`src/rtl/fe_pkg.sv`:
```
package fe_pkg;

    localparam int BUS_W = 16;

    typedef enum logic [2:0] {
        ST_DESEL  = 3'd0,
        ST_OUTDIS = 3'd1,
        ST_READ   = 3'd2,
        ST_WRITE  = 3'd3,
        ST_APS    = 3'd4
    } fe_state_e;

    // Array model: byte swap, then a fixed XOR mask
    function automatic logic [BUS_W-1:0] array_word(input logic [BUS_W-1:0] a);
        return {a[7:0], a[15:8]} ^ 16'hC3A5;
    endfunction

endpackage

```
`src/rtl/fe_addr_latch.sv`:
```
module fe_addr_latch
    import fe_pkg::*;
(
    input  logic             clk,
    input  logic             rst_n,
    input  logic             sync_mode,
    input  logic             adv_n,
    input  logic             ce_n,
    input  logic             we_n,
    input  logic [BUS_W-1:0] bus_i,
    output logic [BUS_W-1:0] addr_q
);

    logic closed_q;
    logic sync_hit;

    assign sync_hit = sync_mode && !ce_n && we_n;

    always_ff @(posedge clk or negedge rst_n) begin
        if (!rst_n) begin
            addr_q   <= '0;
            closed_q <= 1'b0;
        end else if (adv_n) begin
            closed_q <= 1'b0;
        end else if (!closed_q) begin
            addr_q <= bus_i;
            if (sync_hit) closed_q <= 1'b1;
        end
    end

endmodule

```
`src/rtl/fe_ctrl.sv`:
```
module fe_ctrl
    import fe_pkg::*;
#(
    parameter int APS_DLY = 8
) (
    input  logic             clk,
    input  logic             rst_n,
    input  logic             ce_n,
    input  logic             oe_n,
    input  logic             we_n,
    input  logic             adv_n,
    input  logic [BUS_W-1:0] bus_i,
    output fe_state_e        dec_st,
    output fe_state_e        state_q,
    output logic             drive,
    output logic             sleep
);

    localparam int CW    = $clog2(APS_DLY + 1);
    localparam int SNAPW = BUS_W + 4;

    fe_state_e        nxt;
    logic [CW-1:0]    cnt_q, cnt_d;
    logic [SNAPW-1:0] snap_q, snap_now;
    logic             chg;

    assign snap_now = {bus_i, ce_n, oe_n, we_n, adv_n};
    assign chg      = (snap_now != snap_q);

    // Strobe decode
    always_comb begin
        if (ce_n)               dec_st = ST_DESEL;
        else if (!we_n && oe_n) dec_st = ST_WRITE;
        else if (!oe_n && we_n) dec_st = ST_READ;
        else                    dec_st = ST_OUTDIS;
    end

    // Next state
    always_comb begin
        nxt   = dec_st;
        cnt_d = '0;
        unique case (state_q)
            ST_READ: begin
                if (dec_st == ST_READ && !chg) begin
                    if (cnt_q == CW'(APS_DLY - 1)) begin
                        nxt = ST_APS;
                    end else begin
                        nxt   = ST_READ;
                        cnt_d = cnt_q + 1'b1;
                    end
                end
            end
            ST_APS: begin
                if (dec_st == ST_READ && !chg) nxt = ST_APS;
            end
            ST_DESEL, ST_OUTDIS, ST_WRITE: begin
                nxt = dec_st;
            end
            default: nxt = ST_DESEL;
        endcase
    end

    // State register
    always_ff @(posedge clk or negedge rst_n) begin
        if (!rst_n) begin
            state_q <= ST_DESEL;
            cnt_q   <= '0;
            snap_q  <= '0;
        end else begin
            state_q <= nxt;
            cnt_q   <= cnt_d;
            snap_q  <= snap_now;
        end
    end

    // Outputs
    always_comb begin
        drive = 1'b0;
        sleep = 1'b0;
        unique case (state_q)
            ST_READ:  drive = 1'b1;
            ST_APS: begin
                drive = 1'b1;
                sleep = 1'b1;
            end
            ST_DESEL, ST_OUTDIS, ST_WRITE: ;
            default: ;
        endcase
    end

endmodule

```
`src/rtl/fe_write_cap.sv`:
```
module fe_write_cap
    import fe_pkg::*;
(
    input  logic             clk,
    input  logic             rst_n,
    input  fe_state_e        state_q,
    input  fe_state_e        dec_st,
    input  logic [BUS_W-1:0] lat_addr,
    input  logic [BUS_W-1:0] bus_i,
    output logic             wr_valid,
    output logic [BUS_W-1:0] wr_addr,
    output logic [BUS_W-1:0] wr_data
);

    logic [BUS_W-1:0] dat_q;
    logic             ending;

    assign ending = (state_q == ST_WRITE) && (dec_st != ST_WRITE);

    always_ff @(posedge clk or negedge rst_n) begin
        if (!rst_n) begin
            dat_q    <= '0;
            wr_valid <= 1'b0;
            wr_addr  <= '0;
            wr_data  <= '0;
        end else begin
            wr_valid <= ending;
            if (dec_st == ST_WRITE) dat_q <= bus_i;
            if (ending) begin
                wr_addr <= lat_addr;
                wr_data <= dat_q;
            end
        end
    end

endmodule

```
`src/rtl/mux_flash_front.sv`:
```
module mux_flash_front
    import fe_pkg::*;
#(
    parameter int PART_BITS = 3,
    parameter int APS_DLY   = 8
) (
    input  logic                 clk,
    input  logic                 rst_n,
    input  logic                 sync_mode,
    input  logic                 ce_n,
    input  logic                 oe_n,
    input  logic                 we_n,
    input  logic                 adv_n,
    input  logic [15:0]          bus_i,
    output logic [15:0]          bus_o,
    output logic                 bus_oe,
    output logic [PART_BITS-1:0] part_sel,
    output logic                 aps_sleep,
    output logic                 wr_valid,
    output logic [15:0]          wr_addr,
    output logic [15:0]          wr_data
);

    logic [BUS_W-1:0] lat_addr;
    fe_state_e        dec_st;
    fe_state_e        state_q;

    fe_addr_latch u_lat (
        .clk       (clk),
        .rst_n     (rst_n),
        .sync_mode (sync_mode),
        .adv_n     (adv_n),
        .ce_n      (ce_n),
        .we_n      (we_n),
        .bus_i     (bus_i),
        .addr_q    (lat_addr)
    );

    fe_ctrl #(.APS_DLY(APS_DLY)) u_ctrl (
        .clk     (clk),
        .rst_n   (rst_n),
        .ce_n    (ce_n),
        .oe_n    (oe_n),
        .we_n    (we_n),
        .adv_n   (adv_n),
        .bus_i   (bus_i),
        .dec_st  (dec_st),
        .state_q (state_q),
        .drive   (bus_oe),
        .sleep   (aps_sleep)
    );

    fe_write_cap u_wcap (
        .clk      (clk),
        .rst_n    (rst_n),
        .state_q  (state_q),
        .dec_st   (dec_st),
        .lat_addr (lat_addr),
        .bus_i    (bus_i),
        .wr_valid (wr_valid),
        .wr_addr  (wr_addr),
        .wr_data  (wr_data)
    );

    assign bus_o    = bus_oe ? array_word(lat_addr) : '0;
    assign part_sel = lat_addr[BUS_W-1 -: PART_BITS];

endmodule

```
`config.mk`:
```
export PLATFORM = sky130hd
export DESIGN_NAME = mux_flash_front
export DESIGN_NICKNAME = d
export VERILOG_FILES = /design/src/rtl/fe_pkg.sv /design/src/rtl/fe_addr_latch.sv /design/src/rtl/fe_ctrl.sv /design/src/rtl/fe_write_cap.sv /design/src/rtl/mux_flash_front.sv
export SDC_FILE = /design/constraint.sdc
export NUM_CORES = 1
export LEC_CHECK = 0
export ABC_AREA = 1
export BUFFER_PORTS_ARGS = -buffer_cell sky130_fd_sc_hd__buf_4
export CAP_MARGIN = 10
export CORE_ASPECT_RATIO = 0.75
export CORE_MARGIN = 2
export CORE_UTILIZATION = 25
export DETAILED_ROUTE_END_ITERATION = 8
export MAX_ROUTING_LAYER = met4
export SYNTH_ARGS = -nofsm -noshare
export SYNTH_HDL_FRONTEND = slang
export SYNTH_SLANG_ARGS = --single-unit
```
`constraint.sdc`:
```
create_clock -name clk -period 1.7 [get_ports clk]
set_clock_uncertainty 0.2 [all_clocks]
set_input_delay 0.255 -clock clk [delete_from_list [all_inputs] [get_ports clk]]
set_output_delay 0.255 -clock clk [all_outputs]
set_load 0.02 [all_outputs]
```
==> results_tabular.tex <==
\begin{tabular}{lr}
\hline
Metric & Value \\
\hline
\multicolumn{2}{l}{\textbf{Status}} \\
\quad Status & finished with violations \\
\quad Violations in the final reports & negative setup slack \\
\multicolumn{2}{l}{\textbf{Floorplanning}} \\
\quad Chip height & between 100 and 150 um \\
\quad I/O pin cnt & just under 80 \\
\quad Starting density of the core & 25.6\% \\
\quad Die Footprint & 16,700 um2 \\
\quad Die width & approximately 150 um \\
\quad Core area & 15,300 um2 \\
\quad Number of core rows & 39 \\
\multicolumn{2}{l}{\textbf{Hold path}} \\
\quad Hold worst-path end & u\_wcap.dat\_q[12]\$\_DFFE\_PN0P\_ \\
\quad Launch instance of the worst min-delay path & bus\_i[12] \\
\quad Type of the tightest min-delay check & in -> reg \\
\quad Hold Path Cell Cnt & 3 \\
\multicolumn{2}{l}{\textbf{Synth}} \\
\quad Syn. warnings & 0 \\
\quad Synth Register Bits & 93 \\
\quad Share of the synthesized area in compound gates (AO/OA/AOI/OAI) & between 6 and 7\% \\
\quad Post-synthesis share of cell area spent on and, or, nand and nor gates & 23.8\% \\
\quad Average footprint of a synthesized cell & 8.51 um2 \\
\quad Combinational family with the most area after synthesis & simple AND/OR/NAND/NOR gates \\
\quad Gate count after technology mapping & 460 \\
\quad Share of the synthesized netlist area taken by xor and xnor gates & 0.895\% \\
\quad Combined area of all synthesized cells & 3910 um2 \\
\quad Mux share of post-synthesis cell area & 0.288\% \\
\quad Adder-Cell Fraction of Synth Area & 0.959\% \\
\quad Number of nets in the synthesized netlist & between 400 and 500 \\
\quad Number of unique standard cell types used by synthesis & 25 \\
\quad Proportion of synthesized chip area in sequential cells & between 50 and 60\% \\
\multicolumn{2}{l}{\textbf{Timing}} \\
\quad Unrepaired setup endpoints after global routing & yes \\
\quad Period minus WS final & about 2.0 ns \\
\quad Pin slew with the least headroom to its limit & 0.372 ns \\
\quad Max Clk Rate & slightly below 0.5 GHz \\
\quad Share of the clock period used by the worst path & 120\% \\
\quad Total count of hold-check failures in the final report & 0 \\
\quad Worst rel slew slack & 75.0\% \\
\quad Number of endpoints failing setup at the final stage & 24 \\
\quad Max-slew violations & 0 \\
\quad Final worst slack & -0.346 ns \\
\quad Post-Route Hold Slack & 0.0130 ns \\
\multicolumn{2}{l}{\textbf{Global route}} \\
\quad Wire length of the first global-routing pass & 17,700 um \\
\quad Number of antenna violations at the first check in global routing & 0 \\
\quad Maximum number of pins on one net before global-route repair & 40 \\
\quad GRT Total Usage & 14.0\% \\
\quad Residual overflow from global routing & 0 \\
\quad Vias in the first global route & between 3,000 and 4,000 \\
\multicolumn{2}{l}{\textbf{Pwr}} \\
\quad Worst vdd ir & 0.514 mV \\
\quad Leakage power of the design & 3.03 nW \\
\quad Power density over cell area & 1110 nW/um2 \\
\multicolumn{2}{l}{\textbf{Routing}} \\
\quad Drt first-iter violations & between 100 and 150 \\
\quad Count of vias placed by the detailed router & 3,370 \\
\quad Avg WL per Cell & roughly 13 um \\
\quad Vias/cell & 4.18 \\
\quad Antenna Violating Nets Remaining & 0 \\
\quad Overall routed net length & 10,700 um \\
\quad Detailed-route DRC error count & 0 \\
\quad Number of detailed-routing iterations run before antenna repair & 4 \\
\multicolumn{2}{l}{\textbf{Placement}} \\
\quad Port bufs & 76 \\
\quad Post-placement cell count & 747 \\
\quad Placed cell areas & 4940 um2 \\
\quad Pre-CTS WS & -0.147 ns \\
\quad Post-detail-place hpwl & between 7000 and 8000 um \\
\quad Placer Congestion & 0.846 \\
\multicolumn{2}{l}{\textbf{Critical path}} \\
\quad Worst Setup End Kind & primary output \\
\quad Worst path max stage delay & 0.39 ns \\
\quad Count of cells along the worst register-to-register path & 15 \\
\quad Crit path kind & reg -> out \\
\quad WP data arrival & 1.59 ns \\
\quad Required time of the critical path & 1.24 ns \\
\quad Reg2Reg Capture Point & u\_ctrl.state\_q[1]\$\_DFF\_PN0\_ \\
\quad Type of element launching the critical path & flop \\
\quad Worst R2R Start & u\_ctrl.state\_q[1]\$\_DFF\_PN0\_ \\
\quad Register-to-register path setup slack & -0.31 ns \\
\quad List of cells traversed by the critical path & inv\_2 -> nand2\_2 -> nand2\_2 -> inv\_2 -> nor2\_4 -> inv\_4 -> buf\_12 -> nor2\_4 -> buf\_6 \\
\quad Critical path peak fanout & 6 \\
\quad Cell with the largest stage delay on the worst path & sky130\_fd\_sc\_hd\_\_dfrtp\_1 \\
\multicolumn{2}{l}{\textbf{Run}} \\
\quad Number of max-capacitance violations reported & 0 \\
\multicolumn{2}{l}{\textbf{Finish}} \\
\quad Non-filler instance count after layout & between 800 and 900 \\
\quad Share of post-route cells with drive strength above 1 & 29.0\% \\
\quad Antenna diode count & 0 \\
\quad Layout Area Growth over Synthesis & 51.2\% \\
\quad Total number of nets in the final design & 622 \\
\quad Final std cell area, no fill & 5920 um2 \\
\multicolumn{2}{l}{\textbf{CTS}} \\
\quad Number of buffers created by CTS & 9 \\
\quad Clock edge transition at the registers on the reported setup and hold paths & about 0.070 ns \\
\quad Count of H-tree levels built during CTS & 3 \\
\quad Clock Root Buffer & sky130\_fd\_sc\_hd\_\_clkbuf\_16 \\
\quad Clock sink total & 93 \\
\quad Clock tree from TritonCTS & built \\
\quad Clock latency at the later pin of the worst-skew pair & about 0.34 ns \\
\quad Maximum root-to-sink buffer count & 2 \\
\hline
\end{tabular}
-- synth_stat cells --
library cell,count,share of area (%)
sky130_fd_sc_hd__o21ai_1,4,0.51
sky130_fd_sc_hd__ha_1,3,0.96
sky130_fd_sc_hd__buf_6,1,0.29
sky130_fd_sc_hd__buf_4,4,0.77
sky130_fd_sc_hd__nand3_1,7,0.90
sky130_fd_sc_hd__inv_2,1,0.096
sky130_fd_sc_hd__nor3_1,7,0.90
sky130_fd_sc_hd__nor2_2,2,0.32
sky130_fd_sc_hd__nand2_1,168,16
sky130_fd_sc_hd__nor3_2,3,0.77
sky130_fd_sc_hd__nand4_1,5,0.80
sky130_fd_sc_hd__clkinv_1,1,0.096
sky130_fd_sc_hd__or2_2,1,0.16
sky130_fd_sc_hd__xor2_1,2,0.45
sky130_fd_sc_hd__clkbuf_1,7,0.67
sky130_fd_sc_hd__a21oi_1,3,0.38
sky130_fd_sc_hd__mux2_2,1,0.29
sky130_fd_sc_hd__nor2_1,35,3.4
sky130_fd_sc_hd__nand3b_1,1,0.19
sky130_fd_sc_hd__o21ai_0,43,5.5
sky130_fd_sc_hd__xnor2_1,2,0.45
sky130_fd_sc_hd__inv_1,60,5.8
sky130_fd_sc_hd__dfrtp_1,93,59
sky130_fd_sc_hd__buf_2,4,0.51
sky130_fd_sc_hd__nand2_2,2,0.32
-- cells by family (layout without fill, tap and decap cells) --
kind of cell / after synthesis / count (layout)
and+or+nand+nor: 231 / 231
DFF: 93 / 93
buffers and inverters: 78 / 219
AOI/OAI and AO/OA: 50 / 50
xor gates and xnor gates: 4 / 4
adders and majority gates: 3 / 3
muxes: 1 / 1
-- cells in the final DEF, fill, tap and decap left out, types with 2 or more instances in the layout --
master                          count
sky130_fd_sc_hd__a21oi_1            2
sky130_fd_sc_hd__ha_1               3
sky130_fd_sc_hd__nor3_1             5
sky130_fd_sc_hd__nand3_1            7
sky130_fd_sc_hd__nor2_4            17
sky130_fd_sc_hd__inv_4              2
sky130_fd_sc_hd__buf_12             5
sky130_fd_sc_hd__buf_4             78
sky130_fd_sc_hd__o21ai_0           39
sky130_fd_sc_hd__dfrtp_1           93
sky130_fd_sc_hd__nand4_1            5
sky130_fd_sc_hd__nand2_2            7
sky130_fd_sc_hd__inv_2              3
sky130_fd_sc_hd__clkbuf_16         11
sky130_fd_sc_hd__nand2_1          162
sky130_fd_sc_hd__nor2_1            17
sky130_fd_sc_hd__buf_6             31
sky130_fd_sc_hd__nor2_2             3
sky130_fd_sc_hd__inv_1             57
sky130_fd_sc_hd__nor3_2             4
sky130_fd_sc_hd__dlygate4sd3_1     22
sky130_fd_sc_hd__o21ai_1            8
sky130_fd_sc_hd__xnor2_1            2
sky130_fd_sc_hd__inv_6              2
sky130_fd_sc_hd__xor2_1             2
-- how the worst max path moves through the flow --
stage                           startpoint                     endpoint  slack (ns)  depth (start not counted)
3_5_place_dp                          oe_n  u_ctrl.state_q[1]$_DFF_PN0_       -0.15                         13
4_1_cts        u_ctrl.state_q[0]$_DFF_PN0_                    bus_o[14]       -0.36                          9
3_3_place_gp                          oe_n  u_ctrl.state_q[1]$_DFF_PN0_        -0.1                         13
2_1_floorplan  u_ctrl.state_q[0]$_DFF_PN0_                    bus_o[10]       0.005                          8
6_report       u_ctrl.state_q[0]$_DFF_PN0_                     bus_o[3]       -0.35                          9
5_1_grt        u_ctrl.state_q[0]$_DFF_PN0_                     bus_o[3]       -0.41                          9
-- worst max-delay path: cells and delay by family (launching register included) --
kind	cells	cell delay, ns
flops	1	0.39
simple gates	4	0.35
buf+inv	5	0.48
-- state kept, by name (all words and copies together), names as in the netlist --
signal / cells
u_wcap.wr_valid: 1
u_wcap.dat_q: 16
u_ctrl.state_q: 3
u_wcap.wr_addr: 16
u_ctrl.snap_q: 20
u_ctrl.cnt_q: 4
u_wcap.wr_data: 16
u_lat.addr_q: 16
u_lat.closed_q: 1
-- final cells by class --
| cell class | instances | area [um2] |
|---|---|---|
| Multi-Input combinational cell | 289 | 1440 |
| Fill cell | 1545 | 9360 |
| Timing Repair Buffer | 141 | 1360 |
| Clock inverter | 6 | 68.8 |
| Inverter | 62 | 238 |
| Tap cell | 205 | 256 |
| Clock buffer | 10 | 229 |
| Sequential cell | 93 | 2330 |
-- stage by stage --
stage | power (mW) | TNS (ns) | util (%)
3_5_place_dp | 4.39 | -1.98 | 32.3
6_report | 6.56 | -6.14 | 38.7
3_3_place_gp | 4.35 | -1.10 | 32.3
2_1_floorplan | 3.64 | 0 | -
5_1_grt | 6.91 | -8.95 | 38.7
4_1_cts | 6.58 | -6.13 | 37.7
-- layer usage --
metal | part of all wire, % | vias up | wire (um) | GRT usage (%)
li1 | - | 1681 | - | -
met1 | 48 | 1605 | 5190 | 19.3
met5 | 0 | - | 0 | -
met2 | 45 | 72 | 4880 | 20.7
met4 | 1.2 | 0 | 129 | 3.30
met3 | 5.1 | 12 | 543 | 3.78
-- what timing repair did --
action / CTS / global route
hold buffers: 23 / 0
pin swaps: 7 / 9
hold endpoints to repair: 129 / 0
endpoints found under the setup margin: 18 / 56
gates resized for setup: 52 / 22
gates cloned: 1 / 3
buffers inserted: 14 / 4
-- report_power, final --
part | switching [mW] | internal (mW)
sequential | 0.230 | 2.59
combinational | 0.957 | 0.769
clock | 0.863 | 1.15
total | 2.05 | 4.51
Note: power is estimated with default switching activity, not from simulation.
